## src/rtl/db_pkg.sv

```systemverilog
package db_pkg;
  localparam int CTL_W    = 16;
  localparam int LO_W     = 6;
  localparam int SWAP_LSB = 12;

  // Buffered part of the control word, bit 5 down to bit 0
  typedef struct packed {
    logic [1:0] in_sel;    // [5:4] source of falling / rising path
    logic [1:0] pol;       // [3:2] invert falling / rising path
    logic [1:0] out_mode;  // [1:0] use delayed A / delayed B
  } db_lo_t;

  typedef enum logic [1:0] {
    LD_ZERO   = 2'd0,
    LD_PERIOD = 2'd1,
    LD_EITHER = 2'd2,
    LD_EITHR2 = 2'd3
  } load_sel_e;
endpackage

```

## src/rtl/db_timebase.sv

```systemverilog
module db_timebase #(
  parameter int CW = 16
) (
  input  logic          clk,
  input  logic          rst,
  input  logic [CW-1:0] period,
  output logic [CW-1:0] count,
  output logic          dir_down,
  output logic          at_zero,
  output logic          at_period
);
  localparam logic [CW-1:0] ONE = CW'(1);

  always_ff @(posedge clk) begin
    if (rst) begin
      count    <= '0;
      dir_down <= 1'b0;
    end else if (!dir_down) begin
      if (count >= period) begin
        dir_down <= 1'b1;
        count    <= (count == '0) ? '0 : count - ONE;
      end else begin
        count <= count + ONE;
      end
    end else begin
      if (count == '0) begin
        dir_down <= 1'b0;
        count    <= (period == '0) ? '0 : ONE;
      end else begin
        count <= count - ONE;
      end
    end
  end

  assign at_zero   = (count == '0);
  assign at_period = (count == period);
endmodule

```

## src/rtl/db_ctrl_regs.sv

```systemverilog
module db_ctrl_regs
  import db_pkg::*;
(
  input  logic             clk,
  input  logic             rst,
  input  logic             wr_en,
  input  logic [CTL_W-1:0] wr_data,
  input  logic             shadow_en,
  input  logic [1:0]       load_sel,
  input  logic             at_zero,
  input  logic             at_period,
  output db_lo_t           act_lo,
  output logic [1:0]       swap
);
  logic [LO_W-1:0] buf_q;
  logic [LO_W-1:0] act_q;
  logic            load_hit;
  logic            unused_hi;

  assign unused_hi = ^{wr_data[CTL_W-1:SWAP_LSB+2], wr_data[SWAP_LSB-1:LO_W]};

  always_comb begin
    case (load_sel_e'(load_sel))
      LD_ZERO:   load_hit = at_zero;
      LD_PERIOD: load_hit = at_period;
      default:   load_hit = at_zero | at_period;
    endcase
  end

  always_ff @(posedge clk) begin
    if (rst) begin
      buf_q <= '0;
      act_q <= '0;
      swap  <= '0;
    end else begin
      if (wr_en) begin
        swap  <= wr_data[SWAP_LSB +: 2];
        buf_q <= wr_data[LO_W-1:0];
      end
      if (!shadow_en) begin
        if (wr_en) act_q <= wr_data[LO_W-1:0];
      end else if (load_hit) begin
        act_q <= wr_en ? wr_data[LO_W-1:0] : buf_q;
      end
    end
  end

  assign act_lo = db_lo_t'(act_q);
endmodule

```

## src/rtl/db_edge_delay.sv

```systemverilog
module db_edge_delay #(
  parameter int DW     = 8,
  parameter bit RISING = 1'b1
) (
  input  logic          clk,
  input  logic          rst,
  input  logic          din,
  input  logic [DW-1:0] dly,
  output logic          dout
);
  // Counts clocks the source has spent at the level whose entry is delayed
  localparam logic [DW-1:0] RUN_RST = RISING ? '0 : '1;
  localparam logic [DW-1:0] RUN_MAX = '1;

  logic [DW-1:0] run_q;
  logic          lvl;
  logic          settled;

  assign lvl     = RISING ? din : ~din;
  assign settled = lvl & (run_q >= dly);

  always_ff @(posedge clk) begin
    if (rst)                 run_q <= RUN_RST;
    else if (!lvl)           run_q <= '0;
    else if (run_q != RUN_MAX) run_q <= run_q + DW'(1);
  end

  generate
    if (RISING) begin : g_rise
      assign dout = settled;
    end else begin : g_fall
      assign dout = ~settled;
    end
  endgenerate
endmodule

```

## src/rtl/pwm_deadband.sv

```systemverilog
module pwm_deadband
  import db_pkg::*;
#(
  parameter int CW = 16,
  parameter int DW = 8
) (
  input  logic             clk,
  input  logic             rst,
  input  logic [CW-1:0]    tb_period,
  input  logic [DW-1:0]    red_dly,
  input  logic [DW-1:0]    fed_dly,
  input  logic             ctl_wr_en,
  input  logic [CTL_W-1:0] ctl_wr_data,
  input  logic             shadow_en,
  input  logic [1:0]       load_sel,
  input  logic             pwm_a_in,
  input  logic             pwm_b_in,
  output logic             pwm_a_out,
  output logic             pwm_b_out,
  output logic [CW-1:0]    tb_count,
  output logic             tb_dir_down,
  output logic             evt_zero,
  output logic             evt_period
);
  db_lo_t     ctl_act;
  logic [1:0] ctl_swap;
  logic       src_r, src_f, dly_r, dly_f, path_a, path_b;

  db_timebase #(.CW(CW)) u_tb (
    .clk(clk), .rst(rst), .period(tb_period), .count(tb_count),
    .dir_down(tb_dir_down), .at_zero(evt_zero), .at_period(evt_period)
  );

  db_ctrl_regs u_ctl (
    .clk(clk), .rst(rst), .wr_en(ctl_wr_en), .wr_data(ctl_wr_data),
    .shadow_en(shadow_en), .load_sel(load_sel), .at_zero(evt_zero),
    .at_period(evt_period), .act_lo(ctl_act), .swap(ctl_swap)
  );

  assign src_r = ctl_act.in_sel[0] ? pwm_b_in : pwm_a_in;
  assign src_f = ctl_act.in_sel[1] ? pwm_b_in : pwm_a_in;

  db_edge_delay #(.DW(DW), .RISING(1'b1)) u_red (
    .clk(clk), .rst(rst), .din(src_r), .dly(red_dly), .dout(dly_r)
  );
  db_edge_delay #(.DW(DW), .RISING(1'b0)) u_fed (
    .clk(clk), .rst(rst), .din(src_f), .dly(fed_dly), .dout(dly_f)
  );

  assign path_a = ctl_act.out_mode[1] ? (dly_r ^ ctl_act.pol[0]) : pwm_a_in;
  assign path_b = ctl_act.out_mode[0] ? (dly_f ^ ctl_act.pol[1]) : pwm_b_in;

  always_ff @(posedge clk) begin
    if (rst) begin
      pwm_a_out <= 1'b0;
      pwm_b_out <= 1'b0;
    end else begin
      pwm_a_out <= ctl_swap[0] ? path_b : path_a;
      pwm_b_out <= ctl_swap[1] ? path_a : path_b;
    end
  end
endmodule

```

## config.mk

```make
export PLATFORM = sky130hd
export DESIGN_NAME = pwm_deadband
export DESIGN_NICKNAME = d
export VERILOG_FILES = /design/src/rtl/db_pkg.sv /design/src/rtl/db_timebase.sv /design/src/rtl/db_ctrl_regs.sv /design/src/rtl/db_edge_delay.sv /design/src/rtl/pwm_deadband.sv
export SDC_FILE = /design/constraint.sdc
export NUM_CORES = 1
export LEC_CHECK = 0
export BUFFER_PORTS_ARGS = -buffer_cell sky130_fd_sc_hd__buf_2
export CORE_MARGIN = 5
export CORE_UTILIZATION = 31
export DETAILED_ROUTE_END_ITERATION = 16
export GPL_TIMING_DRIVEN = 0
export PLACE_DENSITY = 0.62
export SYNTH_ARGS = -nofsm -noshare
export SYNTH_HDL_FRONTEND = slang
export SYNTH_HIERARCHICAL = 1
export SYNTH_SLANG_ARGS = --single-unit
```

## constraint.sdc

```tcl
create_clock -name clk -period 2.8 [get_ports clk]
set_clock_uncertainty 0.1 [all_clocks]
set_input_delay 0.56 -clock clk [delete_from_list [all_inputs] [get_ports clk]]
set_output_delay 0.56 -clock clk [all_outputs]
set_load 0.02 [all_outputs]
```

==> results.md, run 1 <==
| Group | Quantity | Reported |
|---|---|---|
| global routing | Total global-route track usage | 0.131 |
| clock tree | Clock tree from TritonCTS | done |
| clock tree | Max H-tree Level | 2 |
| synth | Nets in the synthesized netlist | 528 |
| sta | Final Critical Period | 2710 ps |
| flow run | Max capacitance violation total | 0 |
| synth | Post-synth top area cell | dfxtp_1 |
| clock tree | Maximum buffer depth of the clock tree | 2 |
| global routing | Overflow left after global routing | 0 |
| synth | EDFF count, synth | 0 |
| final layout | Fraction of final layout cells sized beyond drive strength 1 | 0.254 |
| synth | Number of library cell types mapped by synthesis | 59 |
| route | Remaining number of nets flagged by the antenna check after routing | 0 |
| die | Total core area | 0.0119 sq mm |
| final layout | Count of fill cells added during filler insertion | 1,212 |
| final layout | Layout Nets | 608 |
| die | Die Y-Extent | 120 um |
| place | Post-DP HPWL | 7380 um |
| global routing | Maximum number of pins on one net before global-route repair | 18 |
| clock tree | Clock Latency Late Sink | 280 ps |
| global routing | Vias in the first global route | 3,319 |
| power | Peak supply drop | 321 uV |
| route | Via Count | 3,453 |
| final layout | Area of all sequential standard cells | 986 sq um |
| setup path | Required time reported for the critical path endpoint | 2140 ps |
| synth | Total of warnings raised by yosys | 6 |
| final layout | Most common library cell in the layout ignoring fill and taps | buf_2 |
| setup path | Worst setup SP type | flip-flop |
| die | Die Area | 0.0144 sq mm |
| setup path | Delay contributed by the slowest stage of the critical path | 590 ps |
| place | Routability congestion estimate from global placement | 0.850 |
| power | Power density normalized to cell area | 571 mW/mm^2 |
| route | Post-detailed-route DRC marker count | 0 |
| setup path | Setup CP Type | flip-flop to primary output |
| synth | Number of synthesized register bits | 49 |
| route | Wire length after detailed routing | 9550 um |
| clock tree | Number of clock sinks | 49 |
| die | Initial cell density of the core | 0.314 |
| final layout | Antenna diode count | 0 |
| synth | Leading register cell type out of synthesis | dfxtp_1 |
| synth | Top post-synthesis cells by area | dfxtp_1 26%, ha_1 12%, inv_1 4.6%, mux2i_1 4.5%, nor2_1 4.0% |
| synth | Fraction of synthesized cell area taken by the top area cell type | 0.262 |
| die | Number of top-level pins | 77 |
| power | Leakage power figure | 2.09 nW |
| min path | Type of the tightest min-delay check | flip-flop to flip-flop |
| sta | F_max | 369 MHz |
| sta | Final count of pins violating max slew | 0 |
| sta | Count of endpoints failing setup in the final report | 0 |
| global routing | Global-route wire length before repair | 15,600 um |
| final layout | Footprint of the multi-input gates | 0.00249 sq mm |
| synth | FFs w/ async S/R, synth | 0 |
| setup path | Maximum fanout along the worst path | 8 |
| clock tree | Cell chosen for the clock root | clkbuf_16 |
| synth | Cell area after technology mapping | 0.00374 sq mm |
| sta | Worst slew margin relative to its limit | 0.571 |
| clock tree | Number of CTS-inserted buffers | 5 |
| route | Detailed-route wire length per cell | 14.4 um |
| setup path | Capturing element type of the critical path | primary output |
| route | Initial detailed-routing violation count | 136 |
| route | Ratio of routed vias to standard cells | 5.22 |
| outcome | Result of the run | finished clean |
| sta | Final hold violation count | 0 |
| synth | Portion of the post-synthesis area used by sequential elements | 0.262 |
| clock tree | Reg clk slew, reported paths | 70 ps |
| synth | Instance count of the mapped netlist | 435 |
| synth | Average cell area after synthesis | 8.60 sq um |
| global routing | Antenna violations before repair | 0 |
| setup path | Slowest stage cell, crit path | or4_4 |
| sta | Worst hold-check slack | 375 ps |
| sta | Worst Tran Pin Value | 641 ps |
| place | Buffers added on ports | 67 |
| setup path | Arrival @ worst endpoint | 2050 ps |
| sta | Tcrit/Tclk final | 0.967 |
| setup path | Critical Path, Cell by Cell | or4_4, nor4_4, and4_1, buf_6, buf_4 |
| route | First-pass iteration count of the detailed router | 4 |
| clock tree | Number of hold buffers added after CTS | 0 |
| power | Power consumption | 2.58 mW |
| die | Number of rows in the core area | 40 |
| final layout | Commonest non-fill, non-tap cells in the layout | 67 x buf_2, 47 x dfxtp_1, 45 x inv_1 |
| die | Die extent in x | 120 um |
| final layout | Layout area overhead | 20.7% |
Yosys cell counts, types with 4 or more instances:
cell      number
mux2_2         4
a211oi_1      18
nor2_1        40
mux2i_1       17
xnor2_1       10
nor4_1         7
nand3_1       19
dfxtp_1       49
mux2_4         7
nor3_1        12
and3_1        12
a31oi_1        4
ha_1          37
nand2b_1       9
buf_6          6
o21ai_0        7
a21oi_1       23
inv_1         46
o21bai_1       9
nand4_1       10
clkbuf_1       6
nand2_1       17
path summary, 6_finish.rpt:
| path | slack [ps] | endpoint | from | depth (start not counted) |
|---|---|---|---|---|
| max | 90 | evt_zero | u_tb/count[13]$_SDFF_PP0_ | 5 |
| min | 370 | u_ctl/act_lo[4]$_SDFFE_PP0P_ | u_ctl/act_lo[4]$_SDFFE_PP0P_ | 2 |
| max reg2reg | 110 | u_tb/count[9]$_SDFF_PP0_ | u_tb/count[1]$_SDFF_PP0_ | 8 |
| min reg2reg | 370 | u_ctl/act_lo[4]$_SDFFE_PP0P_ | u_ctl/act_lo[4]$_SDFFE_PP0P_ | 2 |
logic make-up (layout without fill, tap and decap cells):
family,after synthesis,after routing,share of synthesized area
muxes,28,28,0.0856
DFF,49,49,0.262
xor gates and xnor gates,13,13,0.0304
AOI/OAI and AO/OA,91,91,0.183
buffers and inverters,65,145,0.0846
adders and majority gates,37,37,0.124
and+or+nand+nor,152,152,0.231
where the power goes:
group          internal (mW)  total (mW)  leakage, nW  switching [mW]
registers              0.771       0.865        0.403          0.0945
clock network          0.351       0.600       0.0700           0.249
logic                  0.512        1.11         1.62           0.601
timing repair:
item                                    4_1_cts  5_1_grt
endpoints found under the setup margin       23       20
gates cloned                                  0        0
resized for setup                             7       11
pin swaps                                     2        9
setup buffers                                 4        2
layer usage:
layer  vias up  wire [um]  GRT usage
li1       1749          -          -
met1      1590       4290      0.167
met2       107       4590      0.230
met3         7        591     0.0236
met4         0         79     0.0286
met5         -          0          0
worst max-delay path: cells and delay by family, from the launching register on:
family                 cells  cell delay (ps)
flip-flops                 1              400
buffers and inverters      2              270
AND/OR/NAND/NOR            3             1090
metrics by stage:
stage                     area [sq um]   util  instances  setup slack (ps)  setup TNS [ps]
after global routing              4510  0.379        662             -27.8            -117
final                             4510  0.379        662              91.5               0
after floorplan                   3740      -        435              46.7               0
after global placement            4260  0.358        649              -203           -2000
after CTS                         4470  0.375        660              1.50               0
after detailed placement          4260  0.358        649              -250           -2950
state kept, by name, indices dropped and copies added, names as in the netlist, 2 cells and up:
signal and cells:
u_tb/count 16, u_fed/run_q 8, u_red/run_q 8, u_ctl/act_lo 6, u_ctl/buf_q 6, u_ctl/swap 2
layout make-up:
cell class,count,area share
multi-input cells,321,0.552
flip-flops and latches,49,0.218
repair buffers,73,0.0848
well taps,147,0.0407
inverters,46,0.0382
plain buffers,19,0.0338
clock buffers,7,0.0316
No activity file was read; power rests on OpenSTA's default activity.
==> inputs of run 2 (changes only) <==
- PLACE_DENSITY: 0.62 -> not set
- PLACE_DENSITY_LB_ADDON: not set -> 0.12
==> run 2 against run 1 <==
Via count decreased by 0.90%. Non-clock buffer count is 1 higher. Routed wire length is 4.8% higher. Total power grew 4.8%. Worst setup slack got worse by 4.0 ps. Critical endpoint is now evt_period.
==> results.md, run 2 (synthesis gave the netlist of run 1 again) <==
| Group | Quantity | Reported | vs previous |
|---|---|---|---|
| outcome | Result of the run | finished clean | unchanged |
| setup path | Beginning of the critical path | u_tb/count[6]$_SDFF_PP0_ | was u_tb/count[13]$_SDFF_PP0_ |
| clock tree | Clock Latency Late Sink | 300 ps | was 280 ps |
| sta | Tcrit/Tclk final | 0.969 | was 0.967 |
| place | Post-Place Cells | 649 | unchanged |
| clock tree | Max H-tree Level | 2 | unchanged |
| clock tree | Number of clock sinks | 49 | unchanged |
| route | Ratio of routed vias to standard cells | 5.15 | was 5.22 |
| clock tree | Number of hold buffers added after CTS | 0 | unchanged |
| setup path | Slowest stage cell, crit path | dfxtp_1 | was or4_4 |
| setup path | Required time reported for the critical path endpoint | 2140 ps | about the same |
| final layout | Layout Nets | 609 | was 608 |
| setup path | Maximum fanout along the worst path | 10 | was 8 |
| power | Power consumption | 2.70 mW | was 2.58 mW |
| die | Die extent in x | 120 um | unchanged |
| setup path | Capturing element type of the critical path | primary output | unchanged |
| route | Post-detailed-route DRC marker count | 0 | unchanged |
| die | Die Y-Extent | 120 um | unchanged |
| global routing | Antenna violations before repair | 0 | unchanged |
| clock tree | Clock tree from TritonCTS | done | unchanged |
| sta | Final-layout setup total negative slack | 0 ps | unchanged |
| die | Initial cell density of the core | 0.314 | unchanged |
| die | Die Area | 0.0144 sq mm | unchanged |
| final layout | Largest registers | u_tb/count (16), u_fed/run_q (8), u_red/run_q (8) | unchanged |
| final layout | Layout area overhead | 22.2% | was 20.7% |
| power | Power density normalized to cell area | 591 mW/mm^2 | was 571 mW/mm^2 |
| setup path | Delay contributed by the slowest stage of the critical path | 450 ps | was 590 ps |
| sta | Final Critical Period | 2710 ps | about the same |
| route | Via Count | 3,422 | was 3,453 |
| route | First-pass iteration count of the detailed router | 4 | unchanged |
| place | Buffers added on ports | 67 | unchanged |
| place | Post-DP HPWL | 7730 um | was 7380 um |
| flow run | Max capacitance violation total | 0 | unchanged |
| die | Number of rows in the core area | 40 | unchanged |
| setup path | Arrival @ worst endpoint | 2050 ps | about the same |
| sta | Worst Tran Pin Value | 634 ps | was 641 ps |
| sta | Worst hold-check slack | 366 ps | was 375 ps |
| global routing | Vias in the first global route | 3,274 | was 3,319 |
| global routing | Overflow left after global routing | 0 | unchanged |
| setup path | Total buffers and inverters traversed by the critical path | 1 | was 2 |
| route | Remaining number of nets flagged by the antenna check after routing | 0 | unchanged |
| setup path | Critical Path, Cell by Cell | ha_1, nand4_1, nor4_4, and2_4, buf_2 | was or4_4, nor4_4, and4_1, buf_6, buf_4 |
| final layout | Antenna diode count | 0 | unchanged |
| setup path | CP Capture Point | evt_period | was evt_zero |
| sta | Final hold violation count | 0 | unchanged |
| global routing | Global-route wire length before repair | 16,500 um | was 15,600 um |
| place | Routability congestion estimate from global placement | 0.813 | was 0.850 |
| sta | Setup ws final | 87.5 ps | was 91.5 ps |
| place | Post-Place Setup Slack | -287 ps | was -250 ps |
| clock tree | Reg clk slew, reported paths | 70 ps | about the same |
| power | Peak supply drop | 343 uV | was 321 uV |
| route | Detailed-route wire length per cell | 15.1 um | was 14.4 um |
| clock tree | Maximum buffer depth of the clock tree | 2 | unchanged |
| setup path | Setup CP Type | flip-flop to primary output | unchanged |
| sta | Worst slew margin relative to its limit | 0.576 | was 0.571 |
| die | Total core area | 0.0119 sq mm | unchanged |
| final layout | Commonest non-fill, non-tap cells in the layout | 66 x buf_2, 47 x dfxtp_1, 46 x inv_1 | was 67 x buf_2, 47 x dfxtp_1, 45 x inv_1 |
| clock tree | Cell chosen for the clock root | clkbuf_16 | unchanged |
| sta | Count of endpoints failing setup in the final report | 0 | unchanged |
| power | Leakage power figure | 2.11 nW | was 2.09 nW |
| final layout | Post-layout instance count excluding filler cells | 664 | was 662 |
| setup path | Crit Reg-Reg Startpoint | u_tb/count[6]$_SDFF_PP0_ | was u_tb/count[1]$_SDFF_PP0_ |
| place | DP Area | 0.00426 sq mm | unchanged |
| die | Number of top-level pins | 77 | unchanged |
| final layout | Largest Register | u_tb/count | unchanged |
| final layout | Max FFs per register | 16 | unchanged |
| global routing | Maximum number of pins on one net before global-route repair | 18 | unchanged |
| min path | Type of the tightest min-delay check | flip-flop to flip-flop | unchanged |
| clock tree | Number of CTS-inserted buffers | 5 | unchanged |
| setup path | Worst setup SP type | flip-flop | unchanged |
| final layout | Area of all placed cells without fillers | 0.00457 sq mm | was 0.00451 sq mm |
| setup path | R2R Setup Slk | 110 ps | about the same |
| global routing | Total global-route track usage | 0.141 | was 0.131 |
| setup path | Depth of the most critical reg-to-reg path | 9 | was 8 |
| route | Wire length after detailed routing | 10,000 um | was 9550 um |
| setup path | Number of gates on the worst path with buffers counted | 5 | unchanged |
| sta | F_max | 369 MHz | about the same |
| route | Initial detailed-routing violation count | 135 | was 136 |
| final layout | Most common library cell in the layout ignoring fill and taps | buf_2 | unchanged |
| setup path | Capture instance of the worst register-to-register path | u_tb/count[10]$_SDFF_PP0_ | was u_tb/count[9]$_SDFF_PP0_ |
| final layout | Final core utilization | 0.384 | was 0.379 |
| setup path | Cell class contributing the biggest share of worst-path delay | simple AND/OR/NAND/NOR gates | unchanged |
| sta | Final count of pins violating max slew | 0 | unchanged |
| final layout | Fraction of final layout cells sized beyond drive strength 1 | 0.259 | was 0.254 |
[run 2: changes by cell type in the layout (fill, tap and decap cells not counted), sizes merged]
cell | previous run | this run
inv | 46 | 48
bufinv | 0 | 1
buf | 85 | 86
clkbuf | 14 | 12
[run 2: timing repair]
item / 4_1_cts / 5_1_grt
cloned: 0 / 0
buffers inserted: 5 / 2
endpoints found under the setup margin: 19 / 20
gates resized for setup: 6 / 15
pin swaps: 2 / 8
[run 2: worst min-delay path by stage]
stage                                       from                           end  slack [ps]  cells past startpoint
detailed placement  u_ctl/act_lo[4]$_SDFFE_PP0P_  u_ctl/act_lo[4]$_SDFFE_PP0P_         350                      2
CTS                 u_ctl/act_lo[4]$_SDFFE_PP0P_  u_ctl/act_lo[4]$_SDFFE_PP0P_         370                      2
finish              u_ctl/act_lo[4]$_SDFFE_PP0P_  u_ctl/act_lo[4]$_SDFFE_PP0P_         370                      2
floorplan           u_ctl/act_lo[4]$_SDFFE_PP0P_  u_ctl/act_lo[4]$_SDFFE_PP0P_         340                      2
global placement    u_ctl/act_lo[3]$_SDFFE_PP0P_  u_ctl/act_lo[3]$_SDFFE_PP0P_         360                      2
global route        u_ctl/act_lo[4]$_SDFFE_PP0P_  u_ctl/act_lo[4]$_SDFFE_PP0P_         390                      2
[run 2: report_power, final]
part | total (mW) | internal (mW) | switching (mW)
clock network | 0.716 | 0.428 | 0.288
registers | 0.859 | 0.770 | 0.0891
logic | 1.13 | 0.516 | 0.612
total | 2.70 | 1.72 | 0.989
[run 2: area by class of cell]
cell class,count,area [sq um]
sequential,49,986
timing repair buffer,74,403
buffer,19,155
clock buffer,5,125
clock inverter,3,47.5
inverter,46,173
tap,147,184
multi-input combinational,321,2500
fill,1248,7340
[run 2: tightest hold or removal path, stage by stage, from the launching register on]
cell	delay, ps
dfxtp_1	320
inv_1	50
a211oi_1	50
[run 2: metal layers]
metal | up-vias | GRT usage | share of wire
met5 | - | 0 | 0
met4 | 0 | 0.0365 | 0.0085
met3 | 6 | 0.0330 | 0.057
met2 | 82 | 0.224 | 0.46
met1 | 1584 | 0.192 | 0.48
li1 | 1750 | - | -
==> inputs of run 3 (changes only) <==
- ABC_AREA: not set -> 1
==> run 3 against run 2 <==
Die area is 10% higher. Final area grew 6.5%. Sequential power up 29%. Worst hold slack improved by 9.6 ps.
==> results.md, run 3 <==
| Group | Quantity | Reported | vs previous |
|---|---|---|---|
| synth | FFs w/ async S/R, synth | 0 | unchanged |
| clock tree | Clock Latency Late Sink | 290 ps | was 300 ps |
| synth | Post-synth top area cell | dfxtp_1 | unchanged |
| die | Die Y-Extent | 126 um | was 120 um |
| route | Detailed-route wire length per cell | 12.1 um | was 15.1 um |
| synth | Average cell area after synthesis | 6.49 sq um | was 8.60 sq um |
| global routing | Total global-route track usage | 0.140 | was 0.141 |
| synth | Nets in the synthesized netlist | 735 | was 528 |
| clock tree | Count of buffers added by post-CTS timing repair for setup | 0 | was 5 |
| setup path | Beginning of the critical path | u_tb/count[7]$_SDFF_PP0_ | was u_tb/count[6]$_SDFF_PP0_ |
| final layout | Most common library cell in the layout ignoring fill and taps | nand2_1 | was buf_2 |
| sta | Worst slew margin relative to its limit | 0.537 | was 0.576 |
| route | First-pass iteration count of the detailed router | 5 | was 4 |
| die | Die extent in x | 126 um | was 120 um |
| final layout | Final core utilization | 0.369 | was 0.384 |
| die | Number of rows in the core area | 42 | was 40 |
| clock tree | Number of CTS-inserted buffers | 5 | unchanged |
| synth | Top post-synthesis cells by area | dfxtp_1 24%, nand2_1 15%, ha_1 11%, inv_1 9.1%, nor2_1 7.2% | was dfxtp_1 26%, ha_1 12%, inv_1 4.6%, mux2i_1 4.5%, nor2_1 4.0% |
| final layout | Antenna diode count | 0 | unchanged |
| clock tree | Max H-tree Level | 2 | unchanged |
| final layout | Layout area overhead | 16.9% | was 22.2% |
| power | Leakage power figure | 2.63 nW | was 2.11 nW |
| route | Ratio of routed vias to standard cells | 4.52 | was 5.15 |
| synth | Ranking of synthesized cells by instance count | 165 x nand2_1, 101 x inv_1, 80 x nor2_1 | was 49 x dfxtp_1, 46 x inv_1, 40 x nor2_1 |
| setup path | Slowest stage cell, crit path | dfxtp_1 | unchanged |
| outcome | Result of the run | finished clean | unchanged |
| die | Total core area | 0.0132 sq mm | was 0.0119 sq mm |
| sta | Final-layout setup total negative slack | 0 ps | unchanged |
| sta | F_max | 383 MHz | was 369 MHz |
| final layout | Largest Register | u_tb/count | unchanged |
| sta | Worst hold-check slack | 376 ps | was 366 ps |
| global routing | Maximum number of pins on one net before global-route repair | 17 | was 18 |
| synth | Most common cell in the netlist | nand2_1 | was dfxtp_1 |
| clock tree | Maximum buffer depth of the clock tree | 2 | unchanged |
| global routing | Routing usage on met3 | 0.0279 | was 0.0330 |
| sta | Final count of pins violating max slew | 0 | unchanged |
| die | Number of top-level pins | 77 | unchanged |
| final layout | Commonest non-fill, non-tap cells in the layout | 165 x nand2_1, 101 x inv_1, 80 x nor2_1 | was 66 x buf_2, 47 x dfxtp_1, 46 x inv_1 |
| sta | Tcrit/Tclk final | 0.932 | was 0.969 |
| synth | Fraction of synthesized cell area taken by the top area cell type | 0.236 | was 0.262 |
| final layout | Max FFs per register | 16 | unchanged |
| route | Wire length after detailed routing | 10,900 um | was 10,000 um |
| place | Routability congestion estimate from global placement | 0.856 | was 0.813 |
| clock tree | Reg clk slew, reported paths | 70 ps | about the same |
| route | Post-detailed-route DRC marker count | 0 | unchanged |
| min path | Source of the worst hold timing path | u_ctl/buf_q[4]$_SDFF_PP0_ | was u_ctl/act_lo[4]$_SDFFE_PP0P_ |
| sta | Count of endpoints failing setup in the final report | 0 | unchanged |
| synth | EDFF count, synth | 0 | unchanged |
| synth | Number of synthesized register bits | 49 | unchanged |
| clock tree | Clock tree from TritonCTS | done | unchanged |
| route | Initial detailed-routing violation count | 248 | was 135 |
| setup path | Required time reported for the critical path endpoint | 2140 ps | about the same |
| global routing | Met2 usage in global routing | 0.247 | was 0.224 |
| place | Buffers added on ports | 68 | was 67 |
| global routing | Layer with the highest usage after global routing | met2 | unchanged |
| synth | Instance count of the mapped netlist | 642 | was 435 |
| global routing | Vias in the first global route | 3,931 | was 3,274 |
| sta | RSZ-0062 raised after global routing | false |  |
| setup path | Critical Path, Cell by Cell | ha_1, nand2_1, nor2_1, nand2_1, nor2_1, buf_2 | was ha_1, nand4_1, nor4_4, and2_4, buf_2 |
| final layout | Fraction of final layout cells sized beyond drive strength 1 | 0.206 | was 0.259 |
| synth | Portion of the post-synthesis area used by sequential elements | 0.236 | was 0.262 |
| power | Power density normalized to cell area | 933 mW/mm^2 | was 591 mW/mm^2 |
| die | Die Area | 0.0158 sq mm | was 0.0144 sq mm |
| clock tree | Gates resized, CTS repair | 0 | was 6 |
| sta | Final hold violation count | 0 | unchanged |
| setup path | Delay contributed by the slowest stage of the critical path | 440 ps | was 450 ps |
| route | Remaining number of nets flagged by the antenna check after routing | 0 | unchanged |
| clock tree | Number of hold buffers added after CTS | 0 | unchanged |
| setup path | R2R Setup Slk | 510 ps | was 110 ps |
| setup path | Arrival @ worst endpoint | 1950 ps | was 2050 ps |
| setup path | Cell class contributing the biggest share of worst-path delay | simple AND/OR/NAND/NOR gates | unchanged |
| final layout | Layout Nets | 810 | was 609 |
| sta | Worst Tran Pin Value | 687 ps | was 634 ps |
| clock tree | Cell chosen for the clock root | clkbuf_16 | unchanged |
| synth | Total of warnings raised by yosys | 6 | unchanged |
| synth | Cell area after technology mapping | 0.00416 sq mm | was 0.00374 sq mm |
| synth | Leading register cell type out of synthesis | dfxtp_1 | unchanged |
| flow run | Max capacitance violation total | 0 | unchanged |
| die | Initial cell density of the core | 0.316 | was 0.314 |
| setup path | Capturing element type of the critical path | primary output | unchanged |
| sta | Final Critical Period | 2610 ps | was 2710 ps |
| global routing | Global routing usage on met1 | 0.180 | was 0.192 |
| setup path | Maximum fanout along the worst path | 9 | was 10 |
| setup path | Crit Reg-Reg Startpoint | u_tb/count[7]$_SDFF_PP0_ | was u_tb/count[6]$_SDFF_PP0_ |
| setup path | Worst setup SP type | flip-flop | unchanged |
| route | Via Count | 4,045 | was 3,422 |
| final layout | Largest registers | u_tb/count (16), u_fed/run_q (8), u_red/run_q (8) | unchanged |
| power | Peak supply drop | 436 uV | was 343 uV |
| global routing | Antenna violations before repair | 0 | unchanged |
| global routing | Global-route wire length before repair | 18,600 um | was 16,500 um |
| setup path | Setup CP Type | flip-flop to primary output | unchanged |
| synth | Number of library cell types mapped by synthesis | 38 | was 59 |
| clock tree | Number of clock sinks | 49 | unchanged |
| min path | Type of the tightest min-delay check | flip-flop to flip-flop | unchanged |
| place | Post-DP HPWL | 8750 um | was 7730 um |
| setup path | Total buffers and inverters traversed by the critical path | 1 | unchanged |
| global routing | Overflow left after global routing | 0 | unchanged |
run 3: cell types whose count changed after synthesis, sizes merged, moves of 17 or more:
cell,delta
nand2,+164
a211oi,-18
nor2,+61
mux2i,-17
inv,+59
nand3,+40
run 3: worst reg2reg max path, cell delays in order (launching register included):
cell and delay [ps]:
dfxtp_1 590, ha_1 340, nand2_1 90, nor2_1 60, nand2_1 120, o21ai_2 80
nor2_4 280, nand2_4 150, buf_6 190, o21bai_1 120, nor2_1 50
run 3: cell type report:
class	count	area (sq um)
Tap cell	176	220
Buffer	10	93.8
Fill cell	1462	8320
Timing Repair Buffer	68	340
Clock buffer	6	129
Inverter	105	394
Multi-Input combinational cell	478	2700
Clock inverter	2	13.8
Sequential cell	49	981
run 3: kinds of logic (layout without fill, tap and decap cells):
logic type / Yosys count / after routing / share of synthesized area
buffers and inverters: 115 / 191 / 0.117
XOR/XNOR: 18 / 18 / 0.0379
AO/OA/AOI/OAI: 52 / 52 / 0.0718
adder cells (fa/ha/maj): 37 / 37 / 0.111
flip-flops: 49 / 49 / 0.236
AND/OR/NAND/NOR: 371 / 371 / 0.426
run 3: final timing paths:
path	depth (start not counted)	end
setup / recovery	6	evt_period
hold / removal	2	u_ctl/buf_q[4]$_SDFF_PP0_
setup reg to reg	10	u_tb/count[2]$_SDFF_PP0_
hold reg to reg	2	u_ctl/buf_q[4]$_SDFF_PP0_
run 3: metrics by stage:
step	worst slack [ps]	instance area, sq um	instances	power [mW]
after floorplan	603	4160	642	3.25
after global placement	236	4720	886	3.91
after detailed placement	233	4720	886	3.95
after CTS	87.7	4870	894	4.59
after global routing	0.0899	4870	894	5.01
final	190	4870	894	4.54
run 3: per-layer routing:
| metal | wire length (um) | vias up |
|---|---|---|
| met2 | 5230 | 94 |
| met4 | 54 | 0 |
| li1 | - | 2157 |
| met3 | 507 | 6 |
| met1 | 5060 | 1788 |
| met5 | 0 | - |
run 3: power by group:
part           leakage [nW]  internal (mW)  total [mW]  switching [mW]
registers             0.404          0.861        1.11           0.245
logic                  2.16           1.04        2.82            1.78
clock network        0.0712          0.334       0.610           0.276
